--- config.mk ---
export PLATFORM = sky130hd
export DESIGN_NAME = sleep_mode_ctrl
export DESIGN_NICKNAME = d
export VERILOG_FILES = /design/src/rtl/sleep_pkg.sv /design/src/rtl/sleep_dp.sv /design/src/rtl/sleep_fsm.sv /design/src/rtl/sleep_mode_ctrl.sv
export SDC_FILE = /design/constraint.sdc
export NUM_CORES = 1
export LEC_CHECK = 0
export BUFFER_PORTS_ARGS = -buffer_cell sky130_fd_sc_hd__buf_2
export CORE_AREA = 2 2 39 41
export DETAILED_ROUTE_END_ITERATION = 8
export DIE_AREA = 0 0 41 43
export GPL_ROUTABILITY_DRIVEN = 0
export PLACE_DENSITY_LB_ADDON = 0.12
export SLEW_MARGIN = 25
export SYNTH_ARGS = -nofsm -noshare
export SYNTH_HDL_FRONTEND = slang
export SYNTH_SLANG_ARGS = --single-unit
--- constraint.sdc ---
create_clock -name clk -period 2.1 [get_ports clk]
set_clock_uncertainty 0.15 [all_clocks]
set_input_delay 0.105 -clock clk [delete_from_list [all_inputs] [get_ports clk]]
set_output_delay 0.105 -clock clk [all_outputs]
set_load 0.01 [all_outputs]
--- src/rtl/sleep_pkg.sv ---
package sleep_pkg;

  typedef enum logic [1:0] {
    MODE_RUN  = 2'd0,
    MODE_HALT = 2'd1,
    MODE_STOP = 2'd2
  } pwrMode_e;

  // Strobes from the control FSM to the enable/pulse datapath.
  typedef struct packed {
    logic gateCpu;   // remove processor clock
    logic haltOsc;   // shut oscillator and peripheral clock
    logic wake;      // interrupt ended the light sleep
    logic restart;   // reset-class event: everything back on, load vector
  } modeStrobe_t;

endpackage

--- src/rtl/sleep_dp.sv ---
module sleep_dp
  import sleep_pkg::*;
#(
  parameter int OP_W   = 8,
  parameter int IRQ_N  = 4,
  parameter int RST_N  = 4,
  parameter int ADDR_W = 16,
  parameter logic [OP_W-1:0]   HALT_OP     = 8'h7F,
  parameter logic [OP_W-1:0]   STOP_OP     = 8'h6F,
  parameter logic [OP_W-1:0]   NOP_OP      = 8'hFF,
  parameter logic [ADDR_W-1:0] RESTART_VEC = 16'h000C
) (
  input  logic              clk,
  input  logic              rstN,
  input  logic              opValid,
  input  logic [OP_W-1:0]   opCode,
  input  logic [OP_W-1:0]   prevOpCode,
  input  logic [IRQ_N-1:0]  irqExt,
  input  logic              irqInt,
  input  logic [RST_N-1:0]  rstSrc,
  input  modeStrobe_t       strobe,
  output logic              haltReq,
  output logic              stopReq,
  output logic              wakeReq,
  output logic              rstReq,
  output logic              cpuClkEn,
  output logic              oscEn,
  output logic              periphClkEn,
  output logic              wakeStrobe,
  output logic              restartLoad,
  output logic [ADDR_W-1:0] restartAddr
);

  localparam int SRC_N = IRQ_N + 1;

  logic             pipeFlushed;
  logic [SRC_N-1:0] wakeSrc;
  logic [SRC_N-1:0] wakeAcc;
  logic [RST_N-1:0] rstAcc;

  assign pipeFlushed = (prevOpCode == NOP_OP);
  assign haltReq     = opValid && pipeFlushed && (opCode == HALT_OP);
  assign stopReq     = opValid && pipeFlushed && (opCode == STOP_OP);

  assign wakeSrc = {irqInt, irqExt};

  // Ripple OR over wake and reset sources.
  genvar gi;
  generate
    for (gi = 0; gi < SRC_N; gi++) begin : g_wake
      if (gi == 0) begin : g_first
        assign wakeAcc[gi] = wakeSrc[gi];
      end else begin : g_next
        assign wakeAcc[gi] = wakeAcc[gi-1] | wakeSrc[gi];
      end
    end
    for (gi = 0; gi < RST_N; gi++) begin : g_rst
      if (gi == 0) begin : g_first
        assign rstAcc[gi] = rstSrc[gi];
      end else begin : g_next
        assign rstAcc[gi] = rstAcc[gi-1] | rstSrc[gi];
      end
    end
  endgenerate

  assign wakeReq = wakeAcc[SRC_N-1];
  assign rstReq  = rstAcc[RST_N-1];

  logic cpuEnQ, oscEnQ, perEnQ, wakeQ, restartQ;

  always_ff @(posedge clk or negedge rstN) begin
    if (!rstN) begin
      cpuEnQ   <= 1'b1;
      oscEnQ   <= 1'b1;
      perEnQ   <= 1'b1;
      wakeQ    <= 1'b0;
      restartQ <= 1'b0;
    end else if (strobe.restart) begin
      cpuEnQ   <= 1'b1;
      oscEnQ   <= 1'b1;
      perEnQ   <= 1'b1;
      wakeQ    <= 1'b0;
      restartQ <= 1'b1;
    end else begin
      restartQ <= 1'b0;
      wakeQ    <= strobe.wake;
      if (strobe.gateCpu) begin
        cpuEnQ <= 1'b0;
      end else if (strobe.wake) begin
        cpuEnQ <= 1'b1;
      end
      if (strobe.haltOsc) begin
        oscEnQ <= 1'b0;
        perEnQ <= 1'b0;
      end
    end
  end

  assign cpuClkEn    = cpuEnQ;
  assign oscEn       = oscEnQ;
  assign periphClkEn = perEnQ;
  assign wakeStrobe  = wakeQ;
  assign restartLoad = restartQ;
  assign restartAddr = RESTART_VEC;

endmodule

--- src/rtl/sleep_fsm.sv ---
module sleep_fsm
  import sleep_pkg::*;
(
  input  logic        clk,
  input  logic        rstN,
  input  logic        haltReq,
  input  logic        stopReq,
  input  logic        wakeReq,
  input  logic        rstReq,
  output modeStrobe_t strobe
);

  pwrMode_e modeQ, modeNext;

  always_comb begin
    strobe   = '0;
    modeNext = modeQ;
    if (rstReq) begin
      strobe.restart = 1'b1;
      modeNext       = MODE_RUN;
    end else begin
      unique case (modeQ)
        MODE_RUN: begin
          if (stopReq) begin
            strobe.gateCpu = 1'b1;
            strobe.haltOsc = 1'b1;
            modeNext       = MODE_STOP;
          end else if (haltReq) begin
            strobe.gateCpu = 1'b1;
            modeNext       = MODE_HALT;
          end
        end
        MODE_HALT: begin
          if (wakeReq) begin
            strobe.wake = 1'b1;
            modeNext    = MODE_RUN;
          end
        end
        MODE_STOP: begin
          modeNext = MODE_STOP;
        end
        default: begin
          modeNext = MODE_RUN;
        end
      endcase
    end
  end

  always_ff @(posedge clk or negedge rstN) begin
    if (!rstN) begin
      modeQ <= MODE_RUN;
    end else begin
      modeQ <= modeNext;
    end
  end

endmodule

--- src/rtl/sleep_mode_ctrl.sv ---
module sleep_mode_ctrl
  import sleep_pkg::*;
#(
  parameter int OP_W   = 8,
  parameter int IRQ_N  = 4,
  parameter int RST_N  = 4,
  parameter int ADDR_W = 16,
  parameter logic [OP_W-1:0]   HALT_OP     = 8'h7F,
  parameter logic [OP_W-1:0]   STOP_OP     = 8'h6F,
  parameter logic [OP_W-1:0]   NOP_OP      = 8'hFF,
  parameter logic [ADDR_W-1:0] RESTART_VEC = 16'h000C
) (
  input  logic              clk,
  input  logic              rstN,
  input  logic              opValid,
  input  logic [OP_W-1:0]   opCode,
  input  logic [OP_W-1:0]   prevOpCode,
  input  logic [IRQ_N-1:0]  irqExt,
  input  logic              irqInt,
  input  logic [RST_N-1:0]  rstSrc,
  output logic              cpuClkEn,
  output logic              oscEn,
  output logic              periphClkEn,
  output logic              wakeStrobe,
  output logic              restartLoad,
  output logic [ADDR_W-1:0] restartAddr
);

  modeStrobe_t strobe;
  logic haltReq, stopReq, wakeReq, rstReq;

  sleep_fsm u_fsm (
    .clk     (clk),
    .rstN    (rstN),
    .haltReq (haltReq),
    .stopReq (stopReq),
    .wakeReq (wakeReq),
    .rstReq  (rstReq),
    .strobe  (strobe)
  );

  sleep_dp #(
    .OP_W(OP_W), .IRQ_N(IRQ_N), .RST_N(RST_N), .ADDR_W(ADDR_W),
    .HALT_OP(HALT_OP), .STOP_OP(STOP_OP), .NOP_OP(NOP_OP),
    .RESTART_VEC(RESTART_VEC)
  ) u_dp (
    .clk         (clk),
    .rstN        (rstN),
    .opValid     (opValid),
    .opCode      (opCode),
    .prevOpCode  (prevOpCode),
    .irqExt      (irqExt),
    .irqInt      (irqInt),
    .rstSrc      (rstSrc),
    .strobe      (strobe),
    .haltReq     (haltReq),
    .stopReq     (stopReq),
    .wakeReq     (wakeReq),
    .rstReq      (rstReq),
    .cpuClkEn    (cpuClkEn),
    .oscEn       (oscEn),
    .periphClkEn (periphClkEn),
    .wakeStrobe  (wakeStrobe),
    .restartLoad (restartLoad),
    .restartAddr (restartAddr)
  );

endmodule

==> results of run 1 <==
-- registers in the layout (all words and copies together) (netlist names) --
name,flops
u_dp.oscEn,1
u_dp.cpuClkEn,1
u_dp.wakeStrobe,1
u_fsm.modeQ,2
u_dp.restartLoad,1
-- placed cells by master, fill, tap and decap left out, types with 2 or more instances in the layout --
master,instances
dfrtp_1,4
dlygate4sd3_1,6
conb_1,16
nand4_1,3
clkbuf_4,3
buf_2,32
dfstp_2,2
nand2_1,2
nor3_1,2
nor2_1,2
inv_1,2
o21ai_0,2
-- layout make-up --
class | count | area [um^2] | area share
tap | 16 | 20.0 | 0.0327
clock buffer | 3 | 22.5 | 0.0367
inverter | 2 | 7.51 | 0.0122
timing repair buffer | 38 | 220 | 0.359
multi-input combinational | 37 | 190 | 0.310
sequential | 6 | 153 | 0.249
-- cells by family (layout without fill, tap and decap cells) --
group | Yosys count | count (layout) | share of synthesized area
compound gates | 5 | 5 | 0.0765
other cells | 2 | 16 | 0.0177
flops | 6 | 6 | 0.359
buf+inv | 19 | 43 | 0.318
simple gates | 16 | 16 | 0.229
-- repair_timing --
action | CTS | global route
endpoints found under the setup margin | 0 | 0
hold buffers | 6 | 0
endpoints found under the hold margin | 10 | 0
gates resized for setup | 0 | 0
-- final timing paths --
| path | startpoint | cells past startpoint | endpoint |
|---|---|---|---|
| worst max-delay path | rstSrc[0] | 7 | u_fsm.modeQ[0] |
| worst min-delay path | irqExt[2] | 4 | u_fsm.modeQ[0] |
| min in group asynchronous | rstN | 2 | u_dp.wakeStrobe |
| max in group asynchronous | rstN | 2 | u_dp.oscEn |
| worst min register to register | u_dp.oscEn | 2 | u_dp.oscEn |
| worst max register to register | u_fsm.modeQ[0] | 2 | u_fsm.modeQ[0] |
-- metrics by stage --
stage | setup slack (ns) | cells | hold slack [ns]
final | 0.211 | 102 | 0.00898
after global routing | 0.0609 | 102 | 0.0271
after CTS | 0.224 | 102 | 0.00131
after detailed placement | 0.464 | 93 | -0.216
after global placement | 0.494 | 93 | -0.217
after floorplan | 0.624 | 62 | -0.341
-- worst min-delay path, cell delays in order --
cell	delay, ns
buf_2	0.07
nor3_1	0.04
nand3_1	0.07
a21boi_1	0.06
-- power breakdown --
part           switching [W]  total [W]  internal [W]
Combinational      0.0000254  0.0000521     0.0000266
Clock              0.0000375   0.000102     0.0000644
Sequential      0.0000000740   0.000117      0.000117
Total              0.0000630   0.000271      0.000208
-- routing by layer --
layer	vias to the layer above	wire, um	global-route usage
li1	211	-	-
met5	-	0	0
met2	32	400	0.166
met3	0	121	0.0157
met1	173	328	0.142
met4	0	0	0.0800
==> results.json, run 1 <==
{
  "synth-seq-cells": 6,
  "die_h_um": 43,
  "yosysMostFrequentCell": "buf_4",
  "grt_max_degree": 8,
  "outcome": "finished clean",
  "die-area_um2": 1760,
  "antenna_cells": 0,
  "design.portCount": 49,
  "clock_sinks": 6,
  "post-route-period-util": 0.899,
  "portBuffers": 32,
  "drive_above_1_share": 0.442,
  "worstHoldPathType": "primary input to register",
  "yosys-top-cells-area": "buf_4 30%, dfrtp_1 24%, dfstp_2 12%, nand4_1 4.4%, or4_4 2.6%",
  "vdd_drop_max_uv": 98.3,
  "fin_crit_ns": 1.89,
  "power_w": 0.000271,
  "crit_required_ns": 2.11,
  "wl_per_cell_um": 8.33,
  "area_growth_pct": 44.1,
  "ant_nets": 0,
  "fp.coreArea_um2": 1380,
  "start_util": 0.307,
  "worst-path-buf-inv": 4,
  "die_x_um": 41,
  "cts_root_buffer": "clkbuf_4",
  "first_global_vias": 374,
  "first_pass_iters": 4,
  "final-hold-violation-count": 0,
  "seq_area_frac_synth": 0.359,
  "antenna_found_initial": 0,
  "yosysWarnings": 0,
  "cp-end-kind": "register",
  "cts_tree": "done",
  "hpwl_um": 695,
  "synth_area_leader_cell": "buf_4",
  "synth_area_per_cell_um2": 8.86,
  "worstPathCellList": "dlygate4sd3_1 > buf_2 > nor4_1 > dlygate4sd3_1 > inv_1 > nor2_1 > a21boi_1",
  "syn-cell-area_um2": 425,
  "critPathLaunchType": "primary input",
  "r2r_slack_ns": 0.91,
  "power_density_nw_per_um2": 441,
  "worst-setup-path-type": "primary input to register",
  "synth_top_area_frac": 0.300,
  "fmax_ghz": 0.529,
  "slew_violations": 0,
  "grt_use_total": 0.113,
  "synth_cells": 48,
  "detailed_place.area_um2": 531,
  "maxCapViolCount": 0,
  "design_area_um2": 613,
  "synth_commonest_cells": "17 x buf_4, 4 x dfrtp_1, 3 x nand4_1",
  "routed_wl_um": 850,
  "final_nets": 116,
  "cp.arrival_ns": 1.90,
  "drt_iter0_drc": 2,
  "clk_latency_ns": 0.24,
  "clk_pin_slew_ns": 0.04,
  "drc": 0,
  "h-tree-depth": 1,
  "fin_tns_setup_ns": 0,
  "num-fill-cells": 166,
  "clockBufferDepth": 2,
  "synth_edf_count": 0,
  "viasPerCell": 4.08,
  "postCtsSetupRepairBufs": 0,
  "grt_first_pass_wirelength_um": 1360,
  "rsz0062_at_grt": "false",
  "setup-violations-final": 0,
  "synth-async-reset-ratio": 1.00,
  "synthFlopType": "dfrtp_1",
  "via_count": 416,
  "grt-ovfl-total": 0,
  "cpLargestDelayFamily": "buffers and inverters",
  "p_leak_nw": 0.321,
  "slowest_stage": "dlygate4sd3_1",
  "crit_top_cell": "dlygate4sd3_1",
  "cts_buffers": 3,
  "postLayoutCoreUtil": 0.443,
  "crit_fanout": 3,
  "synth.distinct_cells": 20,
  "num_rows": 14,
  "max_stage_delay_ns": 0.62
}
Note: power is estimated with default switching activity, not from simulation.
==> run 2, diff against run 1 <==
- CORE_AREA: 2 2 39 41 -> default
- CORE_UTILIZATION: default -> 35
- DIE_AREA: 0 0 41 43 -> default
- SYNTH_HIERARCHICAL: default -> 1
==> run 2 against run 1 <==
  * Final cell count down 3.9%
  * Synthesized area up 7.4%
  * Synthesized cell count is 8.3% higher
  * First-iteration DRC count rose to 3.0 times the previous value
==> results.json, run 2 <==
{
  "num-fill-cells": 118,
  "fin_crit_ns": 1.43,
  "final_common_cell": "buf_2",
  "die-area_um2": 1450,
  "num_rows": 12,
  "setup-violations-final": 0,
  "postCtsSetupRepairBufs": 0,
  "worstHoldPathType": "primary input to register",
  "synth_area_per_cell_um2": 8.78,
  "power_density_nw_per_um2": 455,
  "p_int_w": 0.000202,
  "synth_top_area_frac": 0.296,
  "yosysWarnings": 6,
  "worstPathCellList": "buf_2 > or4_1 > nor4b_1 > inv_1 > a21o_1",
  "cp-end-kind": "register",
  "place_ws_ns": 0.436,
  "clock_sinks": 6,
  "cts_tree": "done",
  "crit_fanout": 9,
  "vdd_drop_max_uv": 446,
  "first_global_vias": 369,
  "final.setup.worst_slack_ns": 0.667,
  "design_area_um2": 584,
  "area_growth_pct": 27.9,
  "yosysMostFrequentCell": "buf_4",
  "top_register": "u_fsm/modeQ",
  "design.portCount": 49,
  "fin_tns_setup_ns": 0,
  "fmax_ghz": 0.698,
  "first_pass_iters": 3,
  "synth_commonest_cells": "18 x buf_4, 4 x dfrtp_1, 4 x nor2_1",
  "slowest_stage": "or4_1",
  "seq_area_frac_synth": 0.334,
  "layout.cells.non_filler": 98,
  "grt_max_degree": 10,
  "synth_area_leader_cell": "buf_4",
  "ant_nets": 0,
  "syn-cell-area_um2": 457,
  "final-hold-violation-count": 0,
  "grt_use_total": 0.150,
  "final_cell_mix": "32 x buf_2, 16 x conb_1, 4 x nor2_1, 4 x dfrtp_1",
  "cp.arrival_ns": 1.46,
  "p_clk_frac": 0.392,
  "yosys-top-cells-area": "buf_4 30%, dfrtp_1 22%, dfstp_2 12%, nand4_1 4.1%, nor3_1 3.3%",
  "netSwitchingFraction": 0.239,
  "largest_reg_flops": 2,
  "antenna_found_initial": 0,
  "worst-path-buf-inv": 2,
  "holdWs_ns": 0.0526,
  "max_stage_delay_ns": 0.68,
  "synthFlopType": "dfrtp_1",
  "start_util": 0.395,
  "viasPerCell": 4.27,
  "detailed_place.area_um2": 552,
  "routed_wl_um": 832,
  "crit_required_ns": 2.12,
  "critPathLaunchType": "primary input",
  "h-tree-depth": 1,
  "clk_pin_slew_ns": 0.04,
  "synth-async-reset-ratio": 1.00,
  "synth-seq-cells": 6,
  "wl_per_cell_um": 8.49,
  "fp.coreArea_um2": 1160,
  "power_frac_seq": 0.440,
  "p_comb_frac": 0.168,
  "maxCapViolCount": 0,
  "cts_buffers": 3,
  "drt_iter0_drc": 6,
  "post-route-period-util": 0.682,
  "via_count": 418,
  "grt_first_pass_wirelength_um": 1450,
  "portBuffers": 32,
  "cpLargestDelayFamily": "simple AND/OR/NAND/NOR gates",
  "rsz0062_at_grt": "false",
  "final_nets": 114,
  "antenna_cells": 0,
  "cts_root_buffer": "clkbuf_4",
  "clockBufferDepth": 2,
  "clk_latency_ns": 0.24,
  "drive_above_1_share": 0.464,
  "grt-ovfl-total": 0,
  "slew_violations": 0,
  "outcome": "finished clean",
  "switchingPower_w": 0.0000635,
  "r2r_slack_ns": 0.84,
  "die_x_um": 38.1,
  "worst-setup-path-type": "primary input to register",
  "drc": 0,
  "p_leak_nw": 0.298,
  "die_h_um": 38.1,
  "dp_cells": 94,
  "synth.distinct_cells": 20,
  "synth_cells": 52,
  "cts_resized": 0,
  "hpwl_um": 700,
  "synth_edf_count": 0
}
run 2: per-stage QoR:
step / util / power (W)
4_1_cts: 0.505 / 0.000271
6_report: 0.505 / 0.000266
3_5_place_dp: 0.477 / 0.000162
5_1_grt: 0.505 / 0.000287
2_1_floorplan: - / 0.000158
3_3_place_gp: 0.477 / 0.000161
run 2: what timing repair did:
action	4_1_cts	5_1_grt
hold endpoints to repair	6	0
endpoints found under the setup margin	0	0
hold buffers	1	0
run 2: cells by family (layout without fill, tap and decap cells):
kind of cell,Yosys count,after routing,synth area share
AOI/OAI and AO/OA,3,3,0.0603
other,2,16,0.0164
and+or+nand+nor,22,22,0.285
buffers and inverters,19,37,0.304
DFF,6,6,0.334
run 2: tightest hold or removal path, stage by stage:
cell and delay (ns):
buf_2 0.08, nor2b_1 0.07, nor2_1 0.10, nor3_1 0.05
run 2: final cells by class:
| cell class | instances | area, um^2 | area share |
|---|---|---|---|
| multi-input combinational | 41 | 218 | 0.373 |
| timing repair buffer | 33 | 170 | 0.291 |
| sequential | 6 | 153 | 0.261 |
| inverter | 1 | 3.75 | 0.00642 |
| clock buffer | 3 | 22.5 | 0.0385 |
| tap | 14 | 17.5 | 0.0300 |
run 2: power by group through the flow:
stage	sequential [W]	combinational [W]	clock [W]
after floorplan	0.000119	0.0000391	0
after global placement	0.000118	0.0000423	0
after detailed placement	0.000118	0.0000433	0
after CTS	0.000117	0.0000448	0.000110
after global routing	0.000117	0.0000511	0.000119
final	0.000117	0.0000447	0.000104
run 2: final timing paths:
path | end | cells after the start | from
max in group asynchronous | u_dp/cpuClkEn | 2 | rstN
hold / removal | u_fsm/modeQ[1] | 4 | opCode[4]
setup / recovery | u_dp/periphClkEn | 5 | rstSrc[3]
hold reg to reg | u_fsm/modeQ[0] | 1 | u_fsm/modeQ[1]
min in group asynchronous | u_dp/restartLoad | 2 | rstN
setup reg to reg | u_fsm/modeQ[0] | 2 | u_fsm/modeQ[0]
run 2: routing by layer:
layer	part of all wire	track usage	vias up
li1	-	-	208
met4	0	0.0536	0
met3	0.084	0.0872	0
met5	0	0	-
met2	0.56	0.263	24
met1	0.36	0.142	186
